File: config.mk
export PLATFORM = sky130hd
export DESIGN_NAME = edge_irq_ctrl
export DESIGN_NICKNAME = d
export VERILOG_FILES = /design/src/rtl/irq_pkg.sv /design/src/rtl/irq_edge_det.sv /design/src/rtl/irq_prio_res.sv /design/src/rtl/irq_vec_gen.sv /design/src/rtl/edge_irq_ctrl.sv
export SDC_FILE = /design/constraint.sdc
export NUM_CORES = 1
export LEC_CHECK = 0
export ABC_AREA = 0
export BUFFER_PORTS_ARGS = -buffer_cell sky130_fd_sc_hd__buf_2
export CAP_MARGIN = 20
export CORE_MARGIN = 1.5
export CORE_UTILIZATION = 40
export DETAILED_ROUTE_END_ITERATION = 10
export PLACE_DENSITY = 0.58
export SYNTH_ARGS = -nofsm -noshare
export SYNTH_HDL_FRONTEND = slang
export SYNTH_SLANG_ARGS = --single-unit
File: constraint.sdc
create_clock -name clk_i -period 5.2 [get_ports clk_i]
set_input_delay 0.26 -clock clk_i [delete_from_list [all_inputs] [get_ports clk_i]]
set_output_delay 0.26 -clock clk_i [all_outputs]
set_load 0.05 [all_outputs]
File: src/rtl/irq_pkg.sv
package irq_pkg;
  localparam int unsigned LINES    = 8;
  localparam int unsigned VEC_W    = 8;
  localparam logic [7:0]  BASE_RST = 8'h20;
endpackage

File: src/rtl/irq_edge_det.sv
module irq_edge_det #(
  parameter int unsigned N_LINES = irq_pkg::LINES
) (
  input  logic               clk_i,
  input  logic               rst_ni,
  input  logic [N_LINES-1:0] irq_i,
  input  logic [N_LINES-1:0] mask_i,
  output logic [N_LINES-1:0] edge_o
);
  logic [N_LINES-1:0] irq_q;

  always_ff @(posedge clk_i or negedge rst_ni) begin
    if (!rst_ni) irq_q <= '0;
    else         irq_q <= irq_i;
  end

  for (genvar i = 0; i < N_LINES; i++) begin : g_line
    assign edge_o[i] = irq_i[i] & ~irq_q[i] & ~mask_i[i];

    // a held level never produces two captures in a row
    p_edge_one_shot_r1: assert property (@(posedge clk_i) disable iff (!rst_ni)
      edge_o[i] |=> !edge_o[i]);
  end
endmodule

File: src/rtl/irq_prio_res.sv
module irq_prio_res #(
  parameter int unsigned N_LINES = irq_pkg::LINES,
  localparam int unsigned IDX_W  = $clog2(N_LINES)
) (
  input  logic [N_LINES-1:0] pend_i,
  input  logic [N_LINES-1:0] isr_i,
  input  logic [N_LINES-1:0] irq_i,
  output logic [N_LINES-1:0] elig_o,
  output logic               elig_any_o,
  output logic [N_LINES-1:0] cand_oh_o,
  output logic [IDX_W-1:0]   cand_idx_o,
  output logic               cand_live_o,
  output logic [N_LINES-1:0] isr_top_oh_o
);
  logic [N_LINES-1:0] above_isr;

  // lowest set bit of the in-service vector
  always_comb begin
    isr_top_oh_o = '0;
    for (int i = N_LINES - 1; i >= 0; i--)
      if (isr_i[i]) isr_top_oh_o = '0 | (N_LINES'(1) << i);
  end

  // lines strictly above the top in-service line in priority
  assign above_isr  = (isr_top_oh_o == '0) ? '1 : isr_top_oh_o - N_LINES'(1);
  assign elig_o     = pend_i & above_isr;
  assign elig_any_o = |elig_o;

  always_comb begin
    cand_oh_o  = '0;
    cand_idx_o = '0;
    for (int i = N_LINES - 1; i >= 0; i--) begin
      if (elig_o[i]) begin
        cand_oh_o  = N_LINES'(1) << i;
        cand_idx_o = IDX_W'(i);
      end
    end
  end

  assign cand_live_o = |(cand_oh_o & irq_i);

  always_comb begin
    p_cand_single_r4: assert ($onehot0(cand_oh_o));
  end
endmodule

File: src/rtl/irq_vec_gen.sv
module irq_vec_gen #(
  parameter int unsigned N_LINES = irq_pkg::LINES,
  parameter int unsigned VEC_W   = irq_pkg::VEC_W,
  localparam int unsigned IDX_W  = $clog2(N_LINES)
) (
  input  logic             clk_i,
  input  logic             rst_ni,
  input  logic             ack_i,
  input  logic [VEC_W-1:0] base_i,
  input  logic [IDX_W-1:0] cand_idx_i,
  input  logic             elig_any_i,
  input  logic             cand_live_i,
  output logic             grant_o,
  output logic             spur_o,
  output logic [VEC_W-1:0] vec_o,
  output logic             vec_valid_o
);
  logic [VEC_W-1:0] vec_d;

  assign grant_o = ack_i & elig_any_i & cand_live_i;
  assign spur_o  = ack_i & ~(elig_any_i & cand_live_i);
  assign vec_d   = grant_o ? {base_i[VEC_W-1:IDX_W], cand_idx_i}
                           : {base_i[VEC_W-1:IDX_W], {IDX_W{1'b1}}};

  always_ff @(posedge clk_i or negedge rst_ni) begin
    if (!rst_ni) begin
      vec_o       <= '0;
      vec_valid_o <= 1'b0;
    end else begin
      vec_valid_o <= ack_i;
      if (ack_i) vec_o <= vec_d;
    end
  end

  p_valid_pulse_r3: assert property (@(posedge clk_i) disable iff (!rst_ni)
    vec_valid_o |-> $past(ack_i));
endmodule

File: src/rtl/edge_irq_ctrl.sv
module edge_irq_ctrl #(
  parameter int unsigned N_LINES  = irq_pkg::LINES,
  parameter int unsigned VEC_W    = irq_pkg::VEC_W,
  parameter logic [VEC_W-1:0] BASE_RST = irq_pkg::BASE_RST,
  localparam int unsigned IDX_W   = $clog2(N_LINES)
) (
  input  logic               clk_i,
  input  logic               rst_ni,
  input  logic [N_LINES-1:0] irq_i,
  input  logic               mask_we_i,
  input  logic [N_LINES-1:0] mask_i,
  input  logic               base_we_i,
  input  logic [VEC_W-1:0]   base_i,
  input  logic               ack_i,
  input  logic               eoi_i,
  output logic               irq_o,
  output logic [VEC_W-1:0]   vec_o,
  output logic               vec_valid_o
);
  logic [N_LINES-1:0] pend_q, isr_q, mask_q;
  logic [VEC_W-1:0]   base_q;
  logic [N_LINES-1:0] edge_w, elig_w, cand_oh_w, isr_top_w;
  logic [IDX_W-1:0]   cand_idx_w;
  logic               elig_any_w, cand_live_w, grant_w, spur_w;
  logic [N_LINES-1:0] pend_clr, isr_set, isr_clr;

  irq_edge_det #(.N_LINES(N_LINES)) u_edge (
    .clk_i  (clk_i),
    .rst_ni (rst_ni),
    .irq_i  (irq_i),
    .mask_i (mask_q),
    .edge_o (edge_w)
  );

  irq_prio_res #(.N_LINES(N_LINES)) u_prio (
    .pend_i       (pend_q),
    .isr_i        (isr_q),
    .irq_i        (irq_i),
    .elig_o       (elig_w),
    .elig_any_o   (elig_any_w),
    .cand_oh_o    (cand_oh_w),
    .cand_idx_o   (cand_idx_w),
    .cand_live_o  (cand_live_w),
    .isr_top_oh_o (isr_top_w)
  );

  irq_vec_gen #(.N_LINES(N_LINES), .VEC_W(VEC_W)) u_vec (
    .clk_i       (clk_i),
    .rst_ni      (rst_ni),
    .ack_i       (ack_i),
    .base_i      (base_q),
    .cand_idx_i  (cand_idx_w),
    .elig_any_i  (elig_any_w),
    .cand_live_i (cand_live_w),
    .grant_o     (grant_w),
    .spur_o      (spur_w),
    .vec_o       (vec_o),
    .vec_valid_o (vec_valid_o)
  );

  // an acknowledge always consumes the chosen latch, served or spurious
  assign pend_clr = (ack_i && elig_any_w) ? cand_oh_w : '0;
  assign isr_set  = grant_w ? cand_oh_w : '0;
  assign isr_clr  = eoi_i ? isr_top_w : '0;
  assign irq_o    = elig_any_w;

  always_ff @(posedge clk_i or negedge rst_ni) begin
    if (!rst_ni) begin
      pend_q <= '0;
      isr_q  <= '0;
      mask_q <= '0;
      base_q <= BASE_RST & ~VEC_W'((1 << IDX_W) - 1);
    end else begin
      pend_q <= (pend_q & ~pend_clr) | edge_w;
      isr_q  <= (isr_q & ~isr_clr) | isr_set;
      if (mask_we_i) mask_q <= mask_i;
      if (base_we_i) base_q <= {base_i[VEC_W-1:IDX_W], {IDX_W{1'b0}}};
    end
  end

  for (genvar i = 0; i < N_LINES; i++) begin : g_hold
    p_pend_hold_r2: assert property (@(posedge clk_i) disable iff (!rst_ni)
      (pend_q[i] && !ack_i) |=> pend_q[i]);
  end

  p_spur_no_isr_r5: assert property (@(posedge clk_i) disable iff (!rst_ni)
    (spur_w && !eoi_i) |=> (isr_q == $past(isr_q)));

  p_eoi_retire_r8: assert property (@(posedge clk_i) disable iff (!rst_ni)
    (eoi_i && !ack_i && (isr_q != '0)) |=>
      ($countones(isr_q) + 1 == $past($countones(isr_q))));
endmodule

==> results of run 1 <==
==> cell type report <==
class                      count  area (um^2)
multi-input combinational    132          940
fill                         512         2620
timing repair buffer          38          218
inverter                       4         15.0
clock buffer                   6         72.6
tap                           70         87.6
clock inverter                 2         37.5
sequential                    46         1150
==> worst max-delay path: stages, from the launching register on <==
cell and delay (ps):
dfrtp_1 500, or3_1 460, nand2b_1 220, and2_1 190, or2_2 290, buf_2 210
==> kinds of logic after synthesis <==
kind of cell	Yosys count	synth area share, %
muxes	18	9.44
and+or+nand+nor	66	18.2
DFF	46	53.7
AOI/OAI and AO/OA	48	16.1
buffers and inverters	12	2.56
==> flip-flops by register name, indices dropped and copies added, names as in the netlist <==
register,cells
u_vec.vec_valid_o,1
u_vec.vec_o,8
pend_q,8
isr_q,8
base_q,5
mask_q,8
u_edge.irq_q,8
==> report_power, final <==
part | internal [W] | leakage [nW] | switching [W] | total [W]
Combinational | 0.000223 | 0.497 | 0.000353 | 0.000575
Clock | 0.000143 | 0.0514 | 0.000113 | 0.000257
Sequential | 0.000422 | 0.541 | 0.0000849 | 0.000507
==> timing repair <==
action / 4_1_cts / 5_1_grt
hold buffers: 0 / 1
endpoints found under the hold margin: 0 / 21
resized for setup: 0 / 0
setup endpoints to repair: 0 / 0
setup buffers: 0 / 0
==> path summary, 6_finish.rpt <==
check,endpoint,cells after the start
worst min register to register,base_q[6],1
worst max-delay path,irq_o,5
min in group asynchronous,u_vec.vec_valid_o,2
worst max register to register,pend_q[1],5
worst min-delay path,u_edge.irq_q[7],1
max in group asynchronous,base_q[5],3
==> layer usage <==
| layer | share of wire (%) | vias to the layer above |
|---|---|---|
| met3 | 4.0 | 2 |
| met4 | 0.65 | 0 |
| met5 | 0 | - |
| met2 | 47 | 35 |
| met1 | 49 | 758 |
| li1 | - | 760 |
==> layout by cell type, fill, tap and decap left out, types with 2 or more instances in the layout <==
cell / netlist / routed
and3_1: 2 / 2
a21oi_1: 6 / 6
buf_2: 2 / 36
nor2_1: 18 / 18
o31ai_2: 2 / 2
nand3_1: 2 / 2
dfrtp_1: 45 / 45
clkbuf_8: 0 / 5
nor2b_1: 4 / 4
mux2_2: 18 / 18
nor3_1: 5 / 5
nand2_1: 10 / 10
o211ai_1: 2 / 2
inv_1: 4 / 4
nor3b_1: 2 / 2
a31oi_1: 2 / 2
or3_1: 3 / 3
a22o_1: 8 / 8
o21ai_0: 12 / 12
nand2b_1: 6 / 6
o21ai_1: 6 / 6
==> per-stage QoR <==
stage	util, %	total power [W]	worst slack, ps	area [um^2]	hold WS [ps]
5_1_grt	49.1	0.00143	2650	2520	90.6
2_1_floorplan	-	0.000958	3190	2150	-35.6
3_3_place_gp	46.2	0.00109	2890	2370	398
6_report	49.1	0.00134	2760	2520	104
3_5_place_dp	46.2	0.00109	2900	2370	396
4_1_cts	48.3	0.00135	2750	2480	96.5
==> Yosys cell counts, drive strengths merged <==
| library cell | instances |
|---|---|
| o41ai | 1 |
| nor3b | 2 |
| or4 | 1 |
| and2 | 2 |
| nor4 | 2 |
| o2bb2ai | 1 |
| nand4b | 1 |
| a221oi | 1 |
| and3 | 2 |
| o32ai | 1 |
| nand2b | 6 |
| o31ai | 3 |
| dfstp | 1 |
| a41o | 1 |
| a21oi | 6 |
| nor3 | 5 |
| or3 | 3 |
| nor2 | 19 |
| o21ai | 18 |
| dfrtp | 45 |
| o211ai | 2 |
| a22oi | 1 |
| clkbuf | 5 |
| nand2 | 10 |
| mux2 | 18 |
| a31oi | 2 |
| or2 | 2 |
| o21a | 1 |
| nand3 | 2 |
| or4bb | 1 |
| a22o | 8 |
| nor2b | 4 |
| nor4b | 2 |
| a211o | 1 |
| buf | 3 |
| nand4bb | 1 |
| and3b | 1 |
| inv | 4 |
| a211oi | 1 |
==> flow_summary_export.csv, run 1 <==
group,metric,value,unit
critical_path,endpoint_kind,"output pin",
global_routing,grt_pass1_vias,1662,
global_routing,antenna_found_initial,0,
pwr,peakVddDrop,0.282,mV
cts,cts_buffer_depth,2,
sta,fin_worst_skew,6.78,ps
job,drv_cap,0,
sta,drv_slew,0,
route,drtIter0Drc,130,
logic_synthesis,ys_seq_area_share,53.7,%
logic_synthesis,synth.distinct_cells,47,
floorplanning,core_area,0.00514,mm^2
pwr,powerDensity,531,mW/mm^2
sta,fin_setup_tns,0,ps
cts,htree_levels,2,
critical_path,arrival,2180,ps
logic_synthesis,synthTopCellsByArea,"dfrtp_1 (52%), mux2_2 (9.4%), a22o_1 (3.3%)",
cts,root_buffer,"clkbuf_8",
route,first_pass_iters,4,
route,drc,0,
critical_path,r2r_setup_slack,2900,ps
sta,hold_violations,0,
floorplanning,boundaryPins,40,
logic_synthesis,synth_top_area_cell,"dfrtp_1",
route,routed_via_density,5.22,
global_routing,grt-ovfl-total,0,
sta,worst_pin_slew,717,ps
cts,clk_pin_slew,80,ps
critical_path,worstSetupStartpointType,"flop",
logic_synthesis,netlist_instances,190,
finish,instances_no_fill,298,
floorplanning,die-area,0.00582,mm^2
logic_synthesis,mappedNetlistArea,0.00215,mm^2
pwr,p_leak,1.09,nW
placement,place_inst,288,
sta,max_freq,411,MHz
placement,place.gp.congestion,0.834,
cts,clk_latency,290,ps
critical_path,r2r_start,"isr_q[1]",
global_routing,grt_pass1_wl,7770,um
global_routing,grt_util_met2,27.2,%
placement,dp_hpwl,3200,um
logic_synthesis,synth-seq-cells,46,
global_routing,busiest_layer,"met2",
finish,final_nets,257,
route,wirelength,4480,um
sta,period_needed,2440,ps
floorplanning,start_util,41.8,%
finish,insertedDiodeCount,0,
logic_synthesis,syn-num-nets,220,
global_routing,use_met1,22.9,%
global_routing,grt_max_degree,47,
logic_synthesis,syn_avg_cell_area,11.3,um^2
sta,slew_headroom,52.1,%
critical_path,worstPathRequired,4940,ps
hold_path,holdCritPathClass,"primary input to flop",
floorplanning,die_h,76.3,um
global_routing,track_usage,16.7,%
cts,numClockSinks,46,
floorplanning,die_w,76.3,um
sta,setup_viol,0,
finish,syn2layout_area_growth,17.5,%
finish,drive_gt1_share,32.9,%
critical_path,cp_max_fo,11,
critical_path,crit_type,"flop to output pin",
hold_path,min_from,"irq_i[7]",
sta,finalCritPeriodShare,46.8,%
placement,io_buffer_count,36,
cts,numCtsBuffers,5,
logic_synthesis,yosys_warnings,0,
route,ant_nets,0,
logic_synthesis,yosysTopAreaCellShare,52.4,%
route,wl_per_cell,15.0,um
critical_path,critPathLaunch,"pend_q[0]",
sta,rsz0062_at_grt,"no",
global_routing,use_met3,3.23,%
floorplanning,rows,26,
cts,tritoncts,"built",
status,outcome,"finished clean",
route,vias,1555,
Note: power is estimated with default switching activity, not from simulation.
==> run 2: changes to the inputs <==
- PLACE_DENSITY: 0.58 -> 0.6
- clock period: 5.2 -> 2.2 ns (I/O delays scaled with it)
==> run 2 against run 1 <==
Non-clock buffer count up 18. Routed wire length rose by 4.0%. Register-to-register slack got worse by 2800 ps. Global-route usage grew 0.38 points. Sequential share of layout area down 2.2 points. Final cell count grew 6.0%. Largest cell class unchanged. Critical endpoint unchanged. Combinational power rose to 2.8 times the previous value. Critical path type unchanged.
==> flow_summary_export.csv, run 2 (same netlist as run 1, synthesis figures left out) <==
group,metric,value,unit
floorplanning,rows,26,
finish,drive_gt1_share,35.4,%
finish,insertedDiodeCount,0,
floorplanning,die-area,0.00582,mm^2
route,wl_met1,2310,um
critical_path,endpoint_kind,"output pin",
critical_path,crit_type,"flop to output pin",
global_routing,track_usage,17.1,%
critical_path,r2r_end,"isr_q[0]",
sta,holdWs,30.3,ps
route,topRoutingLayerUsed,"met4",
global_routing,grt_pass1_wl,7920,um
global_routing,grt_max_degree,19,
floorplanning,boundaryPins,40,
cts,numClockSinks,46,
global_routing,antenna_found_initial,0,
finish,fin_util,51.6,%
route,drtIter0Drc,80,
critical_path,worstSetupStartpointType,"flop",
global_routing,grt-ovfl-total,0,
hold_path,min_to,"isr_q[0]",
pwr,powerDensity,1240,mW/mm^2
sta,drv_slew,0,
sta,fin_worst_skew,6.69,ps
cts,htree_levels,2,
placement,dp_hpwl,3400,um
sta,slew_headroom,69.8,%
placement,io_buffer_count,36,
route,ant_nets,0,
critical_path,arrival,2020,ps
cts,tritoncts,"built",
critical_path,path_delay_family,"simple AND/OR/NAND/NOR gates",
route,first_pass_iters,4,
critical_path,r2r_start,"isr_q[3]",
cts,clk_latency,300,ps
finish,multi_input_area,945,um^2
hold_path,min_from,"eoi_i",
route,wl_met2,2120,um
sta,hold_violations,0,
floorplanning,die_h,76.3,um
finish,final_common_cell,"dfrtp_1",
sta,setup_viol,0,
critical_path,r2r_setup_slack,150,ps
finish,fillers,500,
cts,numCtsBuffers,5,
finish,regArea,0.00115,mm^2
finish,most-common-layout-cells,"dfrtp_1 (45), buf_2 (36), nor2_1 (18), mux2_2 (18), o21ai_0 (12)",
route,routed_via_density,5.31,
status,outcome,"finished clean",
finish,final_nets,275,
route,wirelength,4660,um
route,wl_met3,175,um
sta,max_freq,469,MHz
job,drv_cap,0,
cts,root_buffer,"clkbuf_8",
finish,syn2layout_area_growth,23.5,%
critical_path,worstPathCellList,"or3_4 -> nand2b_1 -> and2_1 -> or2_2 -> buf_2",
placement,place.gp.congestion,0.847,
route,wl_per_cell,14.7,um
cts,clk_pin_slew,90,ps
sta,worst_pin_slew,452,ps
hold_path,holdCritPathClass,"primary input to flop",
pwr,p_leak,1.16,nW
critical_path,slowest_delay,420,ps
sta,rsz0062_at_grt,"yes",
critical_path,critPathLaunch,"pend_q[1]",
floorplanning,core_area,0.00514,mm^2
sta,finalCritPeriodShare,96.8,%
critical_path,cp_max_fo,4,
critical_path,slowest_stage,"or3_4",
floorplanning,start_util,41.8,%
hold_path,hold_depth,2,
route,drc,0,
critical_path,worstPathRequired,2090,ps
pwr,peakVddDrop,0.670,mV
sta,period_needed,2130,ps
route,vias,1677,
critical_path,critPathBufInv,1,
cts,cts_buffer_depth,2,
floorplanning,die_w,76.3,um
critical_path,reg2reg_depth,5,
global_routing,grt_pass1_vias,1684,
[run 2: changes by cell type in the layout (fill, tap and decap cells not counted), sizes merged]
cell | previous run | this run
bufinv | 1 | 0
buf | 37 | 47
dlygate4sd3 | 1 | 9
inv | 4 | 5
[run 2: layout make-up]
cell class | count | share of cell area (%)
clock buffer | 6 | 3.11
tap | 70 | 3.30
inverter | 4 | 0.566
clock inverter | 2 | 0.613
sequential | 46 | 43.5
multi-input combinational | 132 | 35.6
timing repair buffer | 56 | 13.3
[run 2: per-stage QoR]
| stage | instances | setup TNS, ps | setup slack, ps | total power (W) | area, um^2 |
|---|---|---|---|---|---|
| 2_1_floorplan | 190 | 0 | 195 | 0.00226 | 2150 |
| 3_3_place_gp | 297 | 0 | 206 | 0.00269 | 2440 |
| 3_5_place_dp | 297 | 0 | 151 | 0.00269 | 2440 |
| 4_1_cts | 314 | 0 | 2.10 | 0.00326 | 2630 |
| 5_1_grt | 316 | -8.81 | -8.81 | 0.00353 | 2650 |
| 6_report | 316 | 0 | 69.3 | 0.00329 | 2650 |
[run 2: worst max path at each step]
stage               endpoint  depth (start not counted)
floorplan           isr_q[0]                          6
finish                 irq_o                          5
CTS                    irq_o                          5
detailed placement  isr_q[0]                          5
global placement    isr_q[0]                          5
global route           irq_o                          7
[run 2: metal layers]
layer  vias to the layer above  GRT usage [%]
met5                         -              0
met4                         0           5.93
met3                         6           3.71
met2                        42           25.8
met1                       829           24.4
li1                        800              -
[run 2: power by group]
part | internal (W) | switching [W] | leakage (nW)
clock | 0.000259 | 0.000292 | 0.0478
sequential | 0.000999 | 0.000134 | 0.541
combinational | 0.000661 | 0.000944 | 0.574
total | 0.00192 | 0.00137 | 1.16
[run 2: timing repair]
item,in CTS,in global routing
resized for setup,0,1
setup endpoints to repair,0,1
hold buffers,9,0
hold endpoints to repair,21,0
buffers inserted,0,2
[run 2: worst reg2reg max path: cells and delay by family (launching register included)]
kind,cells,cell delay [ps]
AOI/OAI and AO/OA,2,400
DFF,1,440
and+or+nand+nor,3,1120
